--- src/rtl/flag_pkg.sv ---
package flag_pkg;
  localparam int DATA_W   = 16;
  localparam int NARROW_W = 8;
  localparam int FLAG_W   = 16;
  localparam int AUX_BIT  = 4;          // carry into this bit = carry out of bit 3

  localparam int POS_CF = 0;
  localparam int POS_PF = 2;
  localparam int POS_AF = 4;
  localparam int POS_ZF = 6;
  localparam int POS_SF = 7;
  localparam int POS_TF = 8;
  localparam int POS_IF = 9;
  localparam int POS_DF = 10;
  localparam int POS_OF = 11;

  localparam logic [FLAG_W-1:0] USED_MASK =
    FLAG_W'((1 << POS_CF) | (1 << POS_PF) | (1 << POS_AF) | (1 << POS_ZF) |
            (1 << POS_SF) | (1 << POS_TF) | (1 << POS_IF) | (1 << POS_DF) |
            (1 << POS_OF));

  typedef enum logic [1:0] {
    CLS_ADD   = 2'd0,
    CLS_SUB   = 2'd1,
    CLS_LOGIC = 2'd2,
    CLS_RSVD  = 2'd3
  } opClass_e;

  typedef struct packed {
    logic loadCond;
    logic arith;
    logic subtract;
    logic wide;
    logic loadDir;
    logic dirVal;
    logic loadInt;
    logic intVal;
    logic loadTrap;
    logic trapVal;
  } flagStrb_t;
endpackage

--- src/rtl/flag_ctrl.sv ---
module flag_ctrl
  import flag_pkg::*;
(
  input  logic [1:0] opClass,
  input  logic       wide,
  input  logic       updEn,
  input  logic       dirWe,
  input  logic       dirVal,
  input  logic       intWe,
  input  logic       intVal,
  input  logic       trapWe,
  input  logic       trapVal,
  output flagStrb_t  strb
);
  opClass_e cls;

  always_comb begin
    cls = opClass_e'(opClass);
    strb = '0;
    strb.wide     = wide;
    strb.arith    = (cls == CLS_ADD) || (cls == CLS_SUB);
    strb.subtract = (cls == CLS_SUB);
    strb.loadCond = updEn && (cls != CLS_RSVD);
    strb.loadDir  = dirWe;
    strb.dirVal   = dirVal;
    strb.loadInt  = intWe;
    strb.intVal   = intVal;
    strb.loadTrap = trapWe;
    strb.trapVal  = trapVal;
  end
endmodule

--- src/rtl/flag_dp.sv ---
module flag_dp
  import flag_pkg::*;
#(
  parameter int DW = DATA_W,
  parameter int NW = NARROW_W,
  parameter int FW = FLAG_W
) (
  input  logic          clk,
  input  logic          rstN,
  input  flagStrb_t     strb,
  input  logic [DW-1:0] opA,
  input  logic [DW-1:0] opB,
  input  logic [DW-1:0] result,
  input  logic          carryOut,
  output logic [FW-1:0] flagWord
);
  localparam int TOP_W = DW - 1;
  localparam int TOP_N = NW - 1;

  logic cfQ, pfQ, afQ, zfQ, sfQ, ofQ;
  logic tfQ, ifQ, dfQ;
  logic cfNext, pfNext, afNext, zfNext, sfNext, ofNext;
  logic resTop, aTop, bTop;

  // pick the top bits and zero test for the active width
  always_comb begin
    if (strb.wide) begin
      resTop = result[TOP_W];
      aTop   = opA[TOP_W];
      bTop   = opB[TOP_W];
      zfNext = (result == '0);
    end else begin
      resTop = result[TOP_N];
      aTop   = opA[TOP_N];
      bTop   = opB[TOP_N];
      zfNext = (result[NW-1:0] == '0);
    end
    sfNext = resTop;
    pfNext = ~^result[NW-1:0];
    afNext = strb.arith ? (opA[AUX_BIT] ^ opB[AUX_BIT] ^ result[AUX_BIT]) : afQ;
    cfNext = strb.arith & carryOut;
    ofNext = strb.arith && (resTop != aTop) &&
             (strb.subtract ? (aTop != bTop) : (aTop == bTop));
  end

  always_ff @(posedge clk or negedge rstN) begin
    if (!rstN) begin
      {cfQ, pfQ, afQ, zfQ, sfQ, ofQ} <= '0;
    end else if (strb.loadCond) begin
      cfQ <= cfNext;
      pfQ <= pfNext;
      afQ <= afNext;
      zfQ <= zfNext;
      sfQ <= sfNext;
      ofQ <= ofNext;
    end
  end

  always_ff @(posedge clk or negedge rstN) begin
    if (!rstN) begin
      {tfQ, ifQ, dfQ} <= '0;
    end else begin
      if (strb.loadDir)  dfQ <= strb.dirVal;
      if (strb.loadInt)  ifQ <= strb.intVal;
      if (strb.loadTrap) tfQ <= strb.trapVal;
    end
  end

  always_comb begin
    flagWord = '0;
    flagWord[POS_CF] = cfQ;
    flagWord[POS_PF] = pfQ;
    flagWord[POS_AF] = afQ;
    flagWord[POS_ZF] = zfQ;
    flagWord[POS_SF] = sfQ;
    flagWord[POS_TF] = tfQ;
    flagWord[POS_IF] = ifQ;
    flagWord[POS_DF] = dfQ;
    flagWord[POS_OF] = ofQ;
  end

  a_r1_unused_zero: assert property (@(posedge clk) disable iff (!rstN)
    (flagWord & ~USED_MASK) == '0);

  a_r8_cond_hold: assert property (@(posedge clk) disable iff (!rstN)
    !strb.loadCond |=> $stable({cfQ, pfQ, afQ, zfQ, sfQ, ofQ}));

  a_r6_logic_clear: assert property (@(posedge clk) disable iff (!rstN)
    (strb.loadCond && !strb.arith) |=> (!cfQ && !ofQ && $stable(afQ)));

  a_r4_parity_low: assert property (@(posedge clk) disable iff (!rstN)
    strb.loadCond |=> (pfQ == ~^$past(result[NW-1:0])));

  a_r9_ctrl_hold: assert property (@(posedge clk) disable iff (!rstN)
    !(strb.loadDir || strb.loadInt || strb.loadTrap) |=> $stable({dfQ, ifQ, tfQ}));

  a_r9_dir_load: assert property (@(posedge clk) disable iff (!rstN)
    strb.loadDir |=> (dfQ == $past(strb.dirVal)));
endmodule

--- src/rtl/alu_flag_unit.sv ---
module alu_flag_unit
  import flag_pkg::*;
(
  input  logic              clk,
  input  logic              rstN,
  input  logic [DATA_W-1:0] opA,
  input  logic [DATA_W-1:0] opB,
  input  logic [DATA_W-1:0] result,
  input  logic              carryOut,
  input  logic [1:0]        opClass,
  input  logic              wide,
  input  logic              updEn,
  input  logic              dirWe,
  input  logic              dirVal,
  input  logic              intWe,
  input  logic              intVal,
  input  logic              trapWe,
  input  logic              trapVal,
  output logic [FLAG_W-1:0] flagWord
);
  flagStrb_t strb;

  flag_ctrl u_ctrl (
    .opClass (opClass),
    .wide    (wide),
    .updEn   (updEn),
    .dirWe   (dirWe),
    .dirVal  (dirVal),
    .intWe   (intWe),
    .intVal  (intVal),
    .trapWe  (trapWe),
    .trapVal (trapVal),
    .strb    (strb)
  );

  flag_dp #(.DW(DATA_W), .NW(NARROW_W), .FW(FLAG_W)) u_dp (
    .clk      (clk),
    .rstN     (rstN),
    .strb     (strb),
    .opA      (opA),
    .opB      (opB),
    .result   (result),
    .carryOut (carryOut),
    .flagWord (flagWord)
  );
endmodule

--- config.mk ---
export PLATFORM = sky130hd
export DESIGN_NAME = alu_flag_unit
export DESIGN_NICKNAME = d
export VERILOG_FILES = /design/src/rtl/flag_pkg.sv /design/src/rtl/flag_ctrl.sv /design/src/rtl/flag_dp.sv /design/src/rtl/alu_flag_unit.sv
export SDC_FILE = /design/constraint.sdc
export NUM_CORES = 1
export LEC_CHECK = 0
export BUFFER_PORTS_ARGS = -buffer_cell sky130_fd_sc_hd__buf_2
export CORE_MARGIN = 2
export CORE_UTILIZATION = 30
export DETAILED_ROUTE_END_ITERATION = 10
export PLACE_DENSITY = 0.76
export SYNTH_ARGS = -nofsm -noshare
export SYNTH_HDL_FRONTEND = slang
export SYNTH_SLANG_ARGS = --single-unit
--- constraint.sdc ---
create_clock -name clk -period 0.9 [get_ports clk]
set_input_delay 0.135 -clock clk [delete_from_list [all_inputs] [get_ports clk]]
set_output_delay 0.135 -clock clk [all_outputs]
set_load 0.01 [all_outputs]
# [Word level (Yosys, flattened, before mapping)]
# Cells that the tools add are included.
[word_totals] reg_bits=9 input_bits=61 output_inout_bits=16 word_cells=31
[classes] eq_ne=5 n_mux=5 n_bitwise=3 reduce_logical=9
[op_table] op="$logic_not 16->1" n=1
[op_table] op="$logic_not 8->1" n=1
[op_table] op="$reduce_xnor 8->1" n=1
[op_table] op="$mux 1" n=5
[op_table] op="$logic_and 1x1->1" n=3
[op_table] op="$eq 2x1->1 const B" n=1
[op_table] op="$logic_not 2->1" n=1
[op_table] op="$ne 1x1->1" n=2
[op_table] op="$ne 2x2->1 const B" n=1
[op_table] op="$reduce_and 2->1" n=1
[op_table] op="$xor 1x1->1" n=2
[op_table] op="$and 1x1->1" n=1
[op_table] op="$eq 1x1->1" n=1
[op_table] op="$logic_or 1x1->1" n=1

# [Longest topological paths before layout]
# Gate-level depths: netlist of the first run.
[logic_depth] depth_word=4 mapped_depth=5 depth_no_buf=5

# [Modules after synthesis]
# From an unflattened synthesis of the first run, not the netlist that was laid out.
[hier_totals] hier_cells=84 area_unflattened_um2=757.0
[by_module_without_submodules] module="flag_dp" instances=1 cells_per_inst=74 area_per_inst_um2=683.2 seq_area_each_um2=225.2
[by_module_without_submodules] module="flag_ctrl" instances=1 cells_per_inst=10 area_per_inst_um2=73.8 seq_area_each_um2=0.0

# [Least setup slack after synthesis of the first run]
# OpenSTA, ideal clock, no wires.
[synth_path] kind="input -> register" start="input result[2]" end="register u_dp.pfQ" setup_time_ps=131 arrival_time_ps=816 required_ps=769 path_slack_ps=-47 path_stages=5 n_path_buf=0 cell_sequence="inv_1 ha_1 xnor2_1 xnor2_1 o21ai_0"
[synth_between] elab_chain_len=1
[synth_rtl] item="start, declared" line_no="alu_flag_unit.sv:8" rtl="input logic [DATA_W-1:0] result,"
[synth_rtl] item="$reduce_xnor 8->1" line_no="flag_dp.sv:39" rtl="pfNext = ~^result[NW-1:0];"
[synth_rtl] item="end signal, assigned" line_no="flag_dp.sv:51" rtl="pfQ <= pfNext;"
[synth_rtl] item="end, declared" line_no="flag_dp.sv:20" rtl="logic cfQ, pfQ, afQ, zfQ, sfQ, ofQ;"
# Every way passes these cells.
# A chain may end at the register's enable or synchronous reset.

# [Worst setup path after layout of the first run]
[layout_path] start="register u_dp.ofQ" end="output flagWord[11]"
[layout_rtl] item="start, declared" line_no="flag_dp.sv:20"
[layout_rtl] item="start signal, assigned" line_no="flag_dp.sv:55" rtl="ofQ <= ofNext;"
[layout_rtl] item="end, declared" line_no="alu_flag_unit.sv:19" rtl="output logic [FLAG_W-1:0] flagWord"
# No word-level cell between the ends.

==> metrics, run 1 <==
via-per-instance ratio 4.12; TritonRoute pass-1 iters 4; Hold Path Sink u_dp.dfQ; final hold violation count 0; Die H 51.0 µm; CTS H-Tree Depth 1; Pleak 0.528 nW; Die Width 51.0 µm; Hold Path Class in -> reg; Max stage delay on crit path 0.38 ns; Post-Route WL 1340 µm; peak supply drop 570 µV; r2r setup slk 0.08 ns; # IOs 77; Initial Util 30.9%; Core Region 2150 µm²; delay-heaviest family, CP flip-flops; Worst EP arrival 0.78 ns; Worst Skew 0 ns; Non-Filler Instances 145; count of cell types in the netlist 19; gpl congestion 0.670; first-pass GRT wire length 2020 µm; Max-Cap Viols 0; Worst-path clk slew 0.06 ns; CTS tree built; Worst R2R End u_dp.ofQ; pins over their slew limit 0; multi-input combinational cell area 335 µm²; Filler cells 237; HPWL Detailed 1230 µm; Cells after Synth 72; crit path cell chain buf_2; cells on worst reg2reg path 1; Final nets 183; worst-skew pair later-pin latency 0.26 ns; vias in the first global route 529; fraction of layout cells with a size suffix above 1 53.0%; crit path max fanout 2; CP required 0.76 ns; PD cells 1280 nW/µm²; Final WS setup -0.0179 ns; Max Fclk 1.09 GHz; crit path kind reg -> out; pin count of the biggest net entering global routing 10; DRC Markers 0; Max Buffers Root-to-Sink 2; worst r2r src u_dp.ofQ; Inserted Clock Buffers 3; Routed wire per std cell 9.23 µm; ANT nets after route 0; cell count of the worst hold path 2; CP startpoint kind flip-flop; fin crit share 102%; row cnt 17; total of warnings raised by yosys 0; RSZ-0062 raised after global routing yes; vias after detailed routing 597; area growth from synthesis to layout 40.6%; antenna cells 0; # clock sinks 9; Total GRT Usage 10.9%; post-synthesis sequential area ratio 34.0%; area of the mapped netlist 663 µm²; Placed Cells 135; Slowest-stage cell, CP dfrtp_1; Critical Path End Type primary output; grt total ovfl 0; Final Hold Slack 0.107 ns; Register Area 225 µm²; pre-CTS WS -0.264 ns; die area 2600 µm²; status finished, violations left; failing checks negative setup slack; initial antenna violation count 0; Post-Syn Area per Cell 9.21 µm²; Yosys reg bits 9; initial detailed-routing violation count 3; Hold Startpoint dirVal; port bufs 43; post-route minimum period 0.918 ns; root buf cell clkbuf_4; endpoints failing setup 7; worst path buffer plus inverter count 1
==> registers in the layout, summed over array words and instances (netlist names) <==
| name | count |
|---|---|
| u_dp.tfQ | 1 |
| u_dp.sfQ | 1 |
| u_dp.pfQ | 1 |
| u_dp.afQ | 1 |
| u_dp.ifQ | 1 |
| u_dp.zfQ | 1 |
| u_dp.cfQ | 1 |
| u_dp.ofQ | 1 |
| u_dp.dfQ | 1 |
==> report_power, final <==
part	internal (mW)	switching, mW
Clock	0.170	0.133
Combinational	0.224	0.186
Sequential	0.457	0.0233
Total	0.851	0.343
==> per-layer routing <==
layer / share of wire (%) / vias to the layer above / track usage, %
li1: - / 304 / -
met1: 35 / 258 / 10.0
met2: 54 / 32 / 20.6
met3: 9.5 / 3 / 2.63
met4: 2.1 / 0 / 8.11
met5: 0 / - / 0
==> how the worst max path moves through the flow <==
| stage | from | end | slack (ns) | cells past startpoint |
|---|---|---|---|---|
| 2_1_floorplan | wide | u_dp.ofQ | -0.02 | 4 |
| 3_3_place_gp | wide | u_dp.ofQ | -0.19 | 5 |
| 3_5_place_dp | wide | u_dp.ofQ | -0.26 | 5 |
| 4_1_cts | u_dp.ofQ | flagWord[11] | -0.03 | 1 |
| 5_1_grt | u_dp.ofQ | flagWord[11] | -0.06 | 1 |
| 6_report | u_dp.ofQ | flagWord[11] | -0.02 | 1 |
==> synth_stat cells, drive strengths merged <==
library cell   n  area share [%]
nand2          9             5.1
conb           1            0.57
nand3b         1             1.1
a211oi         1             1.1
nor3           2             1.5
nand2b         1            0.94
nand4          1            0.94
mux2i          2             3.0
a221o          1             1.5
mux2           4             6.8
a21o           1             1.1
inv            8             4.5
ha             4             7.5
xnor2          3             4.0
o21ai          3             2.3
xor2           3             4.0
dfrtp          9              34
buf           16              18
nor4           2             1.9
==> cells by family after synthesis <==
kind of cell | Yosys count | synth area share [%]
AO/OA/AOI/OAI | 6 | 6.04
XOR/XNOR | 6 | 7.93
adder cells (fa/ha/maj) | 4 | 7.55
buffers and inverters | 24 | 22.6
flip-flops | 9 | 34.0
multiplexers | 6 | 9.81
other | 1 | 0.565
AND/OR/NAND/NOR | 16 | 11.5
==> metrics by stage <==
step	power, mW	setup TNS (ns)	utilization [%]	area (µm²)
final	1.19	-0.0358	43.4	932
after global routing	1.28	-0.305	43.4	932
after CTS	1.22	-0.144	43.3	930
after detailed placement	0.857	-0.617	39.8	856
after global placement	0.835	-0.486	39.8	856
after floorplan	0.767	-0.0441	-	711
==> area by class of cell <==
cell class              count  share of cell area (%)
well taps                  28                    3.76
inverters                   8                    3.22
clock buffers               4                    2.82
multi-input cells          45                    36.0
flip-flops and latches      9                    24.2
repair buffers             51                    30.1
==> cell usage in the layout (no fill, tap or decap), types with 3 or more instances in the layout <==
| cell | synthesis | final |
|---|---|---|
| buf_2 | 0 | 42 |
| nand2_1 | 9 | 9 |
| dfrtp_1 | 9 | 9 |
| buf_4 | 16 | 8 |
| conb_1 | 1 | 7 |
| inv_1 | 8 | 5 |
| mux2_2 | 4 | 4 |
| inv_2 | 0 | 3 |
| xor2_1 | 3 | 3 |
| xnor2_1 | 3 | 3 |
| clkbuf_4 | 0 | 3 |
==> what timing repair did <==
action	4_1_cts	5_1_grt
hold endpoints to repair	9	0
gates resized for setup	0	1
hold buffers	1	0
buffers inserted	5	0
endpoints found under the setup margin	9	10
pin swaps	0	1
(Power assumes the default switching activity.)
==> run 2, diff against run 1 <==
- PLACE_DENSITY: 0.76 -> 0.73
- RECOVER_POWER: not set -> 25
- SYNTH_HIERARCHICAL: not set -> 1
==> metrics, run 2 <==
Post-synth EDFFs 0; Initial Util 31.1%; root buf cell clkbuf_4; Slowest-stage cell, CP dfrtp_1; most frequent cells in the layout 36 x buf_2, 19 x buf_4, 9 x dfrtp_1; Core Region 2430 µm²; Worst EP arrival 0.79 ns; vias in the first global route 594; most frequent cell after synthesis buf_4; Post-Syn Area per Cell 9.01 µm²; worst-skew pair later-pin latency 0.25 ns; Routed wire per std cell 9.32 µm; via-per-instance ratio 3.97; total negative slack -0.0459 ns; first-pass GRT wire length 2300 µm; Post-Route WL 1490 µm; Worst-path clk slew 0.06 ns; PD cells 1210 nW/µm²; Cells after Synth 84; initial antenna violation count 0; fin crit share 103%; post-synthesis sequential area ratio 29.8%; Max stage delay on crit path 0.40 ns; grt total ovfl 0; top cells by count, synth 23 x buf_4, 12 x inv_1, 9 x dfrtp_1; fraction of layout cells with a size suffix above 1 61.5%; Yosys reg bits 9; Setup crit start u_dp/zfQ; cells on worst reg2reg path 2; antenna cells 0; ANT nets after route 0; most common cell after layout, fill and taps aside buf_2; synth top area cells dfrtp_1 30%, buf_4 23%, xnor2_1 6.9%; Worst Skew 0 ns; crit path kind reg -> out; post-route minimum period 0.926 ns; pins over their slew limit 0; total power 1.37 mW; Final nets 196; die area 2940 µm²; failing checks negative setup slack; Max-Cap Viols 0; CP startpoint kind flip-flop; Die H 54.2 µm; # clock sinks 9; area growth from synthesis to layout 49.8%; cell count of the worst hold path 2; endpoints failing setup 3; Hold Startpoint dirVal; worst r2r src u_dp/pfQ; total of warnings raised by yosys 6; pin count of the biggest net entering global routing 10; gpl congestion 0.740; vias after detailed routing 635; Inserted Clock Buffers 3; DRC Markers 0; post-synth top area share 29.8%; final hold violation count 0; Levels on crit path 1; crit path max fanout 2; CP required 0.76 ns; asr flop ratio synth 100%; status finished, violations left; port bufs 43; row cnt 18; area of the mapped netlist 757 µm²; peak supply drop 561 µV; Critical Path End Type primary output; largest area contributor in the netlist dfrtp_1; crit path cell chain buf_6; Final Hold Slack 0.111 ns; worst path buffer plus inverter count 1; Die Width 54.2 µm; Pleak 0.588 nW; CTS H-Tree Depth 1; HPWL Detailed 1290 µm; Max Buffers Root-to-Sink 2; count of cell types in the netlist 20; CTS tree built; delay-heaviest family, CP flip-flops; initial detailed-routing violation count 2; Total GRT Usage 11.5%; Top FF cell, synth dfrtp_1; TritonRoute pass-1 iters 3; Hold Path Class in -> reg; Final WS setup -0.0260 ns; Max Fclk 1.08 GHz; # IOs 77; Filler cells 245; RSZ-0062 raised after global routing yes
==> run 2: changes by cell type after synthesis, moves of 3 or more <==
| cell | before | now |
|---|---|---|
| inv_1 | 8 | 12 |
| xnor2_1 | 3 | 6 |
| buf_4 | 16 | 23 |
| nand2_1 | 9 | 3 |
==> run 2: worst paths after layout <==
| check | endpoint | slack, ns |
|---|---|---|
| hold reg to reg | u_dp/ifQ | 0.50 |
| setup reg to reg | u_dp/pfQ | 0.03 |
| setup / recovery | flagWord[6] | -0.03 |
| hold / removal | u_dp/dfQ | 0.11 |
| min in group asynchronous | u_dp/ofQ | 0.35 |
| max in group asynchronous | u_dp/ifQ | 0.22 |
==> run 2: where the power goes <==
| group | switching (mW) | leakage, nW | internal, mW | total, mW |
|---|---|---|---|---|
| clock network | 0.134 | 0.0150 | 0.170 | 0.304 |
| logic | 0.236 | 0.462 | 0.344 | 0.580 |
| registers | 0.0251 | 0.111 | 0.464 | 0.489 |
| total | 0.395 | 0.588 | 0.978 | 1.37 |
==> run 2: cell families after synthesis <==
kind of cell | share of synthesized area, %
compound gates | 7.44
xor+xnor | 11.6
fa+ha+maj | 6.61
buf+inv | 29.3
flops | 29.8
mux | 8.59
other cells | 0.495
simple gates | 6.28
==> run 2: final cells by class <==
cell class                 count  area [µm²]  area share [%]
clock buffer                   4        26.3            2.32
inverter                      12        72.6            6.40
multi-input combinational     45         402            35.4
sequential                     9         225            19.9
tap                           30        37.5            3.31
timing repair buffer          60         370            32.7
==> run 2: repair_timing <==
action	CTS	global route
resized for setup	2	5
setup buffers	4	3
hold endpoints to repair	9	0
hold buffers	1	0
pin swaps	0	3
endpoints found under the setup margin	10	10
==> run 2: metrics by stage <==
step / setup slack (ns) / area, µm² / util (%) / instances
2_1_floorplan: -0.0877 / 876 / - / 90
3_3_place_gp: -0.281 / 1020 / 41.9 / 148
3_5_place_dp: -0.316 / 1020 / 41.9 / 148
4_1_cts: -0.0321 / 1090 / 44.9 / 157
5_1_grt: -0.0484 / 1130 / 46.6 / 160
6_report: -0.0260 / 1130 / 46.6 / 160
==> run 2: metal layers <==
layer	up-vias	global-route usage (%)	wire (µm)
met5	-	0	0
met4	0	8.75	36
met3	4	1.64	91
met2	26	22.7	842
met1	275	10.3	521
li1	330	-	-
